## config.mk

```make
export PLATFORM = sky130hd
export DESIGN_NAME = rngofs_route
export DESIGN_NICKNAME = d
export VERILOG_FILES = /design/src/rtl/rngofs_pkg.sv /design/src/rtl/rngofs_cfg.sv /design/src/rtl/rngofs_match.sv /design/src/rtl/rngofs_out.sv /design/src/rtl/rngofs_route.sv
export SDC_FILE = /design/constraint.sdc
export NUM_CORES = 1
export LEC_CHECK = 0
export CAP_MARGIN = 15
export CORE_AREA = 2 2 118 120
export CTS_BUF_LIST = sky130_fd_sc_hd__clkbuf_4
export DETAILED_ROUTE_END_ITERATION = 16
export DIE_AREA = 0 0 120 122
export PLACE_DENSITY_LB_ADDON = 0.05
export SLEW_MARGIN = 20
export SYNTH_ARGS = -nofsm -noshare
export SYNTH_HDL_FRONTEND = slang
export SYNTH_SLANG_ARGS = --single-unit
```

## constraint.sdc

```tcl
create_clock -name clk -period 2.34 [get_ports clk]
set_input_delay 0.234 -clock clk [delete_from_list [all_inputs] [get_ports clk]]
set_output_delay 0.234 -clock clk [all_outputs]
set_load 0.01 [all_outputs]
```

## src/rtl/rngofs_pkg.sv

```systemverilog
package rngofs_pkg;
    parameter int unsigned ADDR_W   = 32;
    parameter int unsigned PAGE_SH  = 12;
    parameter int unsigned PORT_W   = 3;
    localparam int unsigned PAGE_W  = ADDR_W - PAGE_SH;
    localparam int unsigned CFG_W   = PORT_W + 1 + 3 * PAGE_W;

    typedef struct packed {
        logic [PORT_W-1:0] dest;
        logic              want_special;
        logic [PAGE_W-1:0] shift;
        logic [PAGE_W-1:0] top;
        logic [PAGE_W-1:0] base;
    } desc_t;

    typedef struct packed {
        logic              hit;
        logic [PORT_W-1:0] port;
        logic [ADDR_W-1:0] addr;
    } verdict_t;

    typedef enum logic [0:0] {
        OUT_EMPTY = 1'b0,
        OUT_FULL  = 1'b1
    } out_state_e;

    localparam logic [CFG_W-1:0] DESC_RESET = {{(CFG_W-PAGE_W){1'b0}}, {PAGE_W{1'b1}}};
endpackage

```

## src/rtl/rngofs_cfg.sv

```systemverilog
module rngofs_cfg
    import rngofs_pkg::*;
(
    input  logic             clk,
    input  logic             rst_n,
    input  logic             wr_en,
    input  logic [CFG_W-1:0] wr_data,
    output desc_t            desc
);
    desc_t word_q;

    always_ff @(posedge clk) begin
        if (!rst_n) begin
            word_q <= desc_t'(DESC_RESET);
        end else if (wr_en) begin
            word_q <= desc_t'(wr_data);
        end
    end

    assign desc = word_q;
endmodule

```

## src/rtl/rngofs_match.sv

```systemverilog
module rngofs_match
    import rngofs_pkg::*;
(
    input  desc_t             desc,
    input  logic [ADDR_W-1:0] addr,
    input  logic              special,
    output verdict_t          verdict
);
    logic [PAGE_W-1:0]  page;
    logic [PAGE_W-1:0]  moved;
    logic [PAGE_SH-1:0] inpage;
    logic               above_base;
    logic               below_top;
    logic               flag_ok;
    logic               hit;

    always_comb begin
        page       = addr[ADDR_W-1:PAGE_SH];
        inpage     = addr[PAGE_SH-1:0];
        above_base = (page >= desc.base);
        below_top  = (page <= desc.top);
        flag_ok    = (special == desc.want_special);
        hit        = above_base && below_top && flag_ok;
        moved      = page + desc.shift;
    end

    always_comb begin
        verdict.hit = hit;
        if (hit) begin
            verdict.port = desc.dest;
            verdict.addr = {moved, inpage};
        end else begin
            verdict.port = '0;
            verdict.addr = addr;
        end
    end
endmodule

```

## src/rtl/rngofs_out.sv

```systemverilog
module rngofs_out
    import rngofs_pkg::*;
(
    input  logic     clk,
    input  logic     rst_n,
    input  logic     in_valid,
    output logic     in_ready,
    input  verdict_t in_verdict,
    output logic     out_valid,
    input  logic     out_ready,
    output verdict_t out_verdict
);
    out_state_e state_q;
    out_state_e state_d;
    verdict_t   hold_q;
    logic       take;

    always_comb begin
        in_ready = (state_q == OUT_EMPTY) || out_ready;
        take     = in_valid && in_ready;
        state_d  = state_q;
        unique case (state_q)
            OUT_EMPTY: if (take) state_d = OUT_FULL;
            OUT_FULL:  if (out_ready && !take) state_d = OUT_EMPTY;
            default:   state_d = OUT_EMPTY;
        endcase
    end

    always_ff @(posedge clk) begin
        if (!rst_n) begin
            state_q <= OUT_EMPTY;
        end else begin
            state_q <= state_d;
        end
    end

    always_ff @(posedge clk) begin
        if (!rst_n) begin
            hold_q <= '0;
        end else if (take) begin
            hold_q <= in_verdict;
        end
    end

    assign out_valid   = (state_q == OUT_FULL);
    assign out_verdict = hold_q;
endmodule

```

## src/rtl/rngofs_route.sv

```systemverilog
module rngofs_route
    import rngofs_pkg::*;
(
    input  logic              clk,
    input  logic              rst_n,
    input  logic              cfg_wr_en,
    input  logic [CFG_W-1:0]  cfg_wr_data,
    output logic [CFG_W-1:0]  cfg_rd_data,
    input  logic              req_valid,
    output logic              req_ready,
    input  logic [ADDR_W-1:0] req_addr,
    input  logic              req_special,
    output logic              rsp_valid,
    input  logic              rsp_ready,
    output logic              rsp_hit,
    output logic [PORT_W-1:0] rsp_port,
    output logic [ADDR_W-1:0] rsp_addr
);
    desc_t    desc;
    verdict_t fresh;
    verdict_t held;

    rngofs_cfg u_cfg (
        .clk     (clk),
        .rst_n   (rst_n),
        .wr_en   (cfg_wr_en),
        .wr_data (cfg_wr_data),
        .desc    (desc)
    );

    rngofs_match u_match (
        .desc    (desc),
        .addr    (req_addr),
        .special (req_special),
        .verdict (fresh)
    );

    rngofs_out u_out (
        .clk         (clk),
        .rst_n       (rst_n),
        .in_valid    (req_valid),
        .in_ready    (req_ready),
        .in_verdict  (fresh),
        .out_valid   (rsp_valid),
        .out_ready   (rsp_ready),
        .out_verdict (held)
    );

    assign cfg_rd_data = desc;
    assign rsp_hit     = held.hit;
    assign rsp_port    = held.port;
    assign rsp_addr    = held.addr;
endmodule

```

# After elaboration in Yosys (flattened, before gate mapping)
# Cells that the tools add are included.
word_totals:
  register_bits: 101
  input_bits: 102
  word_cells: 24
  out_inout_bits: 102
classes:
  magnitude_cmp: 2
  n_reduce_logical: 6
  eq_ne: 1
  bitwise_logic: 1
  n_addsub: 1
  muxes: 4
ops:
  columns: ["cell", "n"]
  rows:
  - ["35-bit 2-to-1 mux", 1]
  - ["20-bit adder", 1]
  - ["20-bit >= comparator", 1]
  - ["20-bit <= comparator", 1]
  - ["1-bit logical AND", 4]
  - ["1-bit 2-to-1 mux", 2]
  - ["1-bit one-hot mux with 2 select lines", 1]
  - ["1-bit == test", 1]
  - ["1-bit zero test", 1]
  - ["1-bit logical OR", 1]
  - ["1-bit NOT", 1]

# Logic depth before layout (Yosys ltp)
logic_depth:
  word_depth: 7
  mapped_depth: 11
  mapped_depth_nobuf: 10

# Cells and area by module
# Synthesis repeated with hierarchy kept, for this count alone.
hier_totals:
  hier_cells: 684
  area_unflattened_um2: 6189.7
modules_own_cells:
  columns: ["module", "instances", "cells_each", "seq_area_each_um2", "area_each_um2"]
  rows:
  - ["rngofs_cfg", 1, 206, 1281.2, 2413.6]
  - ["rngofs_match", 1, 317, 0.0, 2258.4]
  - ["rngofs_out", 1, 161, 740.7, 1517.7]

# Worst setup path before layout
# No wires, ideal clock.
synth_timing:
  path_kind: "reg-to-reg"
  start: "register u_cfg.word_q, in the netlist u_cfg.desc[41]"
  end: "register u_out.hold_q, in the netlist u_out.out_verdict[31]"
  path_stages_with_launch: 10
  arrival_ps: 2419
  path_buffers: 0
  setup_slack_ps: -154
  cell_sequence: "dfxtp_1 > ha_1 > a211oi_1 > o211ai_1 > a221oi_2 > o2111ai_1 > o31ai_2 > xor2_1 > or3_1 > a31oi_1"
synth_between:
  elab_chain_cells: 2
synth_rtl:
  columns: ["item", "line", "rtl"]
  rows:
  - ["start, declared", "rngofs_cfg.sv:10", "desc_t word_q;"]
  - ["start signal, assigned", "rngofs_cfg.sv:14", "word_q <= desc_t'(DESC_RESET);"]
  - ["start signal, assigned", "rngofs_cfg.sv:16", "word_q <= desc_t'(wr_data);"]
  - ["20-bit adder", "rngofs_match.sv:24", "moved = page + desc.shift;"]
  - ["35-bit 2-to-1 mux", "rngofs_match.sv:29", "if (hit) begin"]
  - ["end signal, assigned", "rngofs_out.sv:41", "hold_q <= in_verdict;"]
  - ["end, declared", "rngofs_out.sv:15", "verdict_t hold_q;"]
# Every way passes these cells.
# A chain may end at the register's enable or synchronous reset.

# Worst setup path in the final report
layout_timing:
  start: "input req_addr[14]"
  end: "register u_out.hold_q, in the netlist u_out.out_verdict[31]"
layout_between:
  elab_chain_cells: 4
  word_cells_on_any_way: 6
  cone_classes: "1 x add/sub; 2 x order compare; 1 x mux; 2 x reduce/logical"
layout_rtl:
  columns: ["item", "line", "rtl"]
  rows:
  - ["start, declared", "rngofs_route.sv:11", "input logic [ADDR_W-1:0] req_addr,"]
  - ["20-bit >= comparator / 20-bit <= comparator (equally long branches)", "rngofs_match.sv:20, rngofs_match.sv:21", null]
  - ["1-bit logical AND (2 in a row)", "rngofs_match.sv:23", "hit = above_base && below_top && flag_ok;"]
  - ["35-bit 2-to-1 mux (*)", "rngofs_match.sv:29", null]
# Mark *: on every way between the ends. The rest lies on a longest branch, timed or not.

==> impl_results.md <==
- Status: finished with violations
- Failing checks: negative setup slack
- Switching pwr: 1.325 mW
- Max Freq: between 400 and 500 MHz
- Fin worst setup slack: -0.09533 ns
- I/O Pins: 204
- Setup violators final: 5
- Adder-Cell Fraction of Synth Area: 13.88%
- Global-route wire length before repair: roughly 28 mm
- Die area: about 15,000 µm²
- Vias in the first global route: 5,497
- Worst Hold Depth: 2
- Fin area: 9110 µm²
- Placed inst area: 8424 µm²
- RSZ-0062 raised after global routing: yes
- Worst-Skew Late Latency: 0.50 ns
- Asr flop ratio synth: 0%
- CTS buffer count: 9
- Clock Skew: 0.02116 ns
- Final hold viol count: 0
- GP Congestion: 0.9206
- Synth top area share: 37.02%
- Comb pwr share: 33.7%
- Core Region: 13,500 µm²
- Leak pwr: 4.134 nW
- Via/cell ratio: 4.960
- Layout cells sized above 1: a little under a quarter
- Power per Cell Area: 474.2 nW/µm²
- Cell Rows: 43
- EDFF count, synth: 0
- Syn Area/Cell: roughly 8.8 µm²
- Synth Register Bits: a little over 100
- CTS Buffer Depth: 2
- GRT Total Usage: 24.15%
- Critical path class: input port to flop
- Starting Density: 40.44%
- Distinct cell type count after synthesis: 42
- Nets: 1,079
- Max-Cap Viols: 0
- Clock share of power: approximately 22%
- Drt drc: 0
- Slew headroom: between 50% and 60%
- Dominant synthesized flop cell: dfxtp_1
- Syn. warnings: 0
- Drt total wl: 17.83 mm
- Min-Delay Path Class: input port to flop
- DR vias: 5,476
- Power, Total: ~4.3 mW
- H-tree depth: 3
- Die Ht: 122 µm
- Detail Route Antenna Nets: 0
- Slew @ Worst Pin: 0.6913 ns
- Crit path launch type: input port
- Largest net degree at the start of global routing: 44
- Synth Area in Compound Gates: between 10% and 20%
- CTS tree: done
- Worst EP arrival: between 2 and 3 ns
- Syn Inst Count: 619
- Yosys top cell by area: dfxtp_1
- Hpwl dp: between 10 and 15 mm
- Avg WL per Cell: 16.15 µm
- Clk sinks: approximately 100
- Port Buffers: 203
- Post-synthesis mux area share: 11.91%
- R2r worst-path depth: 9
- Hold Slack: around 0.12 ns
- Worst-path clk slew: 0.16 ns
- Top cells by count, synth: 101 x dfxtp_1, 65 x mux2i_1, 60 x nand2_1
- Fin crit period: 2.435 ns
- DR iter-0 viols: roughly 230
- Post-Synth Simple-Gate Area: roughly an eighth
- Die W: 120 µm
- Detailed Routing Iterations Pass 1: 4
- Grt ovf: 0
- Net count after synthesis: 781
- Synth Cell Area: 5461 µm²
- Most frequent cell after synthesis: dfxtp_1
- Worst VDD drop: 0.0003815 V
- Largest cells by area after synthesis: dfxtp_1 37%, ha_1 14%, mux2i_1 12%, a21oi_1 4.9%, nand2_1 4.1%
- Sequential-to-total area share from yosys stat: 37.02%
- Antenna violations before repair: 2
- Switching Share: 30.68%
- Area growth syn-to-layout: 66.80%
- Fill count: 1,146
- Critical Path RT: 2.76 ns
- CP max FO: 2
- Int Pwr: 2.995 mW
- Synth Area in XOR/XNOR: under 10%
- Root buffer selected by CTS: clkbuf_4
- Slew Limit Fails: 0
- DP Worst Slack: -0.6492 ns
- Sequential Power Share: 44.2%
- Largest family of logic cells by synthesized area: compound AO/OA/AOI/OAI gates
- Crit. End Element: flop
- Fin crit share: 104.1%
-- state kept, by name (all words and copies together), names as in the netlist --
| name | count |
|---|---|
| u_cfg.desc | 64 |
| u_out.out_valid | 1 |
| u_out.out_verdict | 36 |
-- cell type report --
type,count,area [µm²],area share (%)
Timing Repair Buffer,315,2914,31.99
Inverter,46,172.7,1.895
Tap cell,180,225.2,2.472
Antenna cell,2,5.005,0.05494
Multi-Input combinational cell,444,3605,39.57
Clock inverter,6,63.81,0.7005
Clock buffer,10,75.07,0.8241
Sequential cell,101,2049,22.50
-- timing repair --
item	4_1_cts	5_1_grt
hold buffers	0	0
buffers inserted	8	5
pin swaps	31	22
hold endpoints to repair	0	0
setup endpoints to repair	23	23
resized for setup	46	36
-- worst max-delay path, stage by stage --
cell and delay, ns:
clkdlybuf4s50_1 0.55, buf_4 0.15, ha_4 0.19, o211ai_1 0.25, o211ai_1 0.21, a221oi_4 0.34, o2111ai_2 0.16, o31ai_2 0.22
xor2_1 0.10, or3_1 0.30, a31oi_1 0.16
-- kinds of logic (layout without fill, tap and decap cells) --
| logic type | count (synthesis) | after routing |
|---|---|---|
| compound gates | 150 | 150 |
| flops | 101 | 101 |
| fa+ha+maj | 60 | 60 |
| other cells | 0 | 2 |
| simple gates | 152 | 152 |
| buf+inv | 74 | 377 |
| xor+xnor | 17 | 17 |
| mux | 65 | 65 |
-- path summary, 6_finish.rpt --
| path | startpoint | slack, ns | end |
|---|---|---|---|
| worst max-delay path | req_addr[14] | -0.1 | u_out.out_verdict[31] |
| worst min-delay path | cfg_wr_en | 0.12 | u_cfg.desc[19] |
| worst max register to register | u_cfg.desc[41] | -0.09 | u_out.out_verdict[31] |
| worst min register to register | u_out.out_verdict[35] | 0.47 | u_out.out_verdict[35] |
-- stage by stage --
| step | utilization (%) | std cells | TNS, ns |
|---|---|---|---|
| global route | 67.46 | 1104 | -3.177 |
| global placement | 62.38 | 1073 | -13.50 |
| finish | 67.46 | 1104 | -0.1941 |
| floorplan | - | 619 | -0.4985 |
| detailed placement | 62.38 | 1073 | -13.95 |
| CTS | 65.92 | 1097 | -0.2909 |
-- power by group through the flow --
stage	sequential, mW	clock [mW]	combinational (mW)
floorplan	1.98	0	0.545
global placement	1.94	0	1.29
detailed placement	1.94	0	1.31
CTS	1.91	0.974	1.40
global route	1.92	1.05	1.59
finish	1.91	0.953	1.46
-- metal layers --
metal / part of all wire [%] / global-route usage [%] / routed length, µm
met1: 44 / 29.40 / 7878
met2: 50 / 42.37 / 8851
met3: 4.1 / 4.494 / 735
met4: 2.0 / 9.044 / 365
met5: 0 / 0 / 0
-- layout by cell type (no fill, tap or decap), drive strengths merged, types with 33 or more instances in the layout --
| master | netlist | layout |
|---|---|---|
| a21oi | 53 | 53 |
| buf | 5 | 113 |
| clkdlybuf4s50 | 0 | 201 |
| dfxtp | 101 | 101 |
| ha | 59 | 59 |
| inv | 46 | 46 |
| mux2i | 65 | 65 |
| nand2 | 60 | 60 |
| nor2 | 59 | 59 |
| o21ai | 33 | 33 |
(Power assumes the default switching activity.)
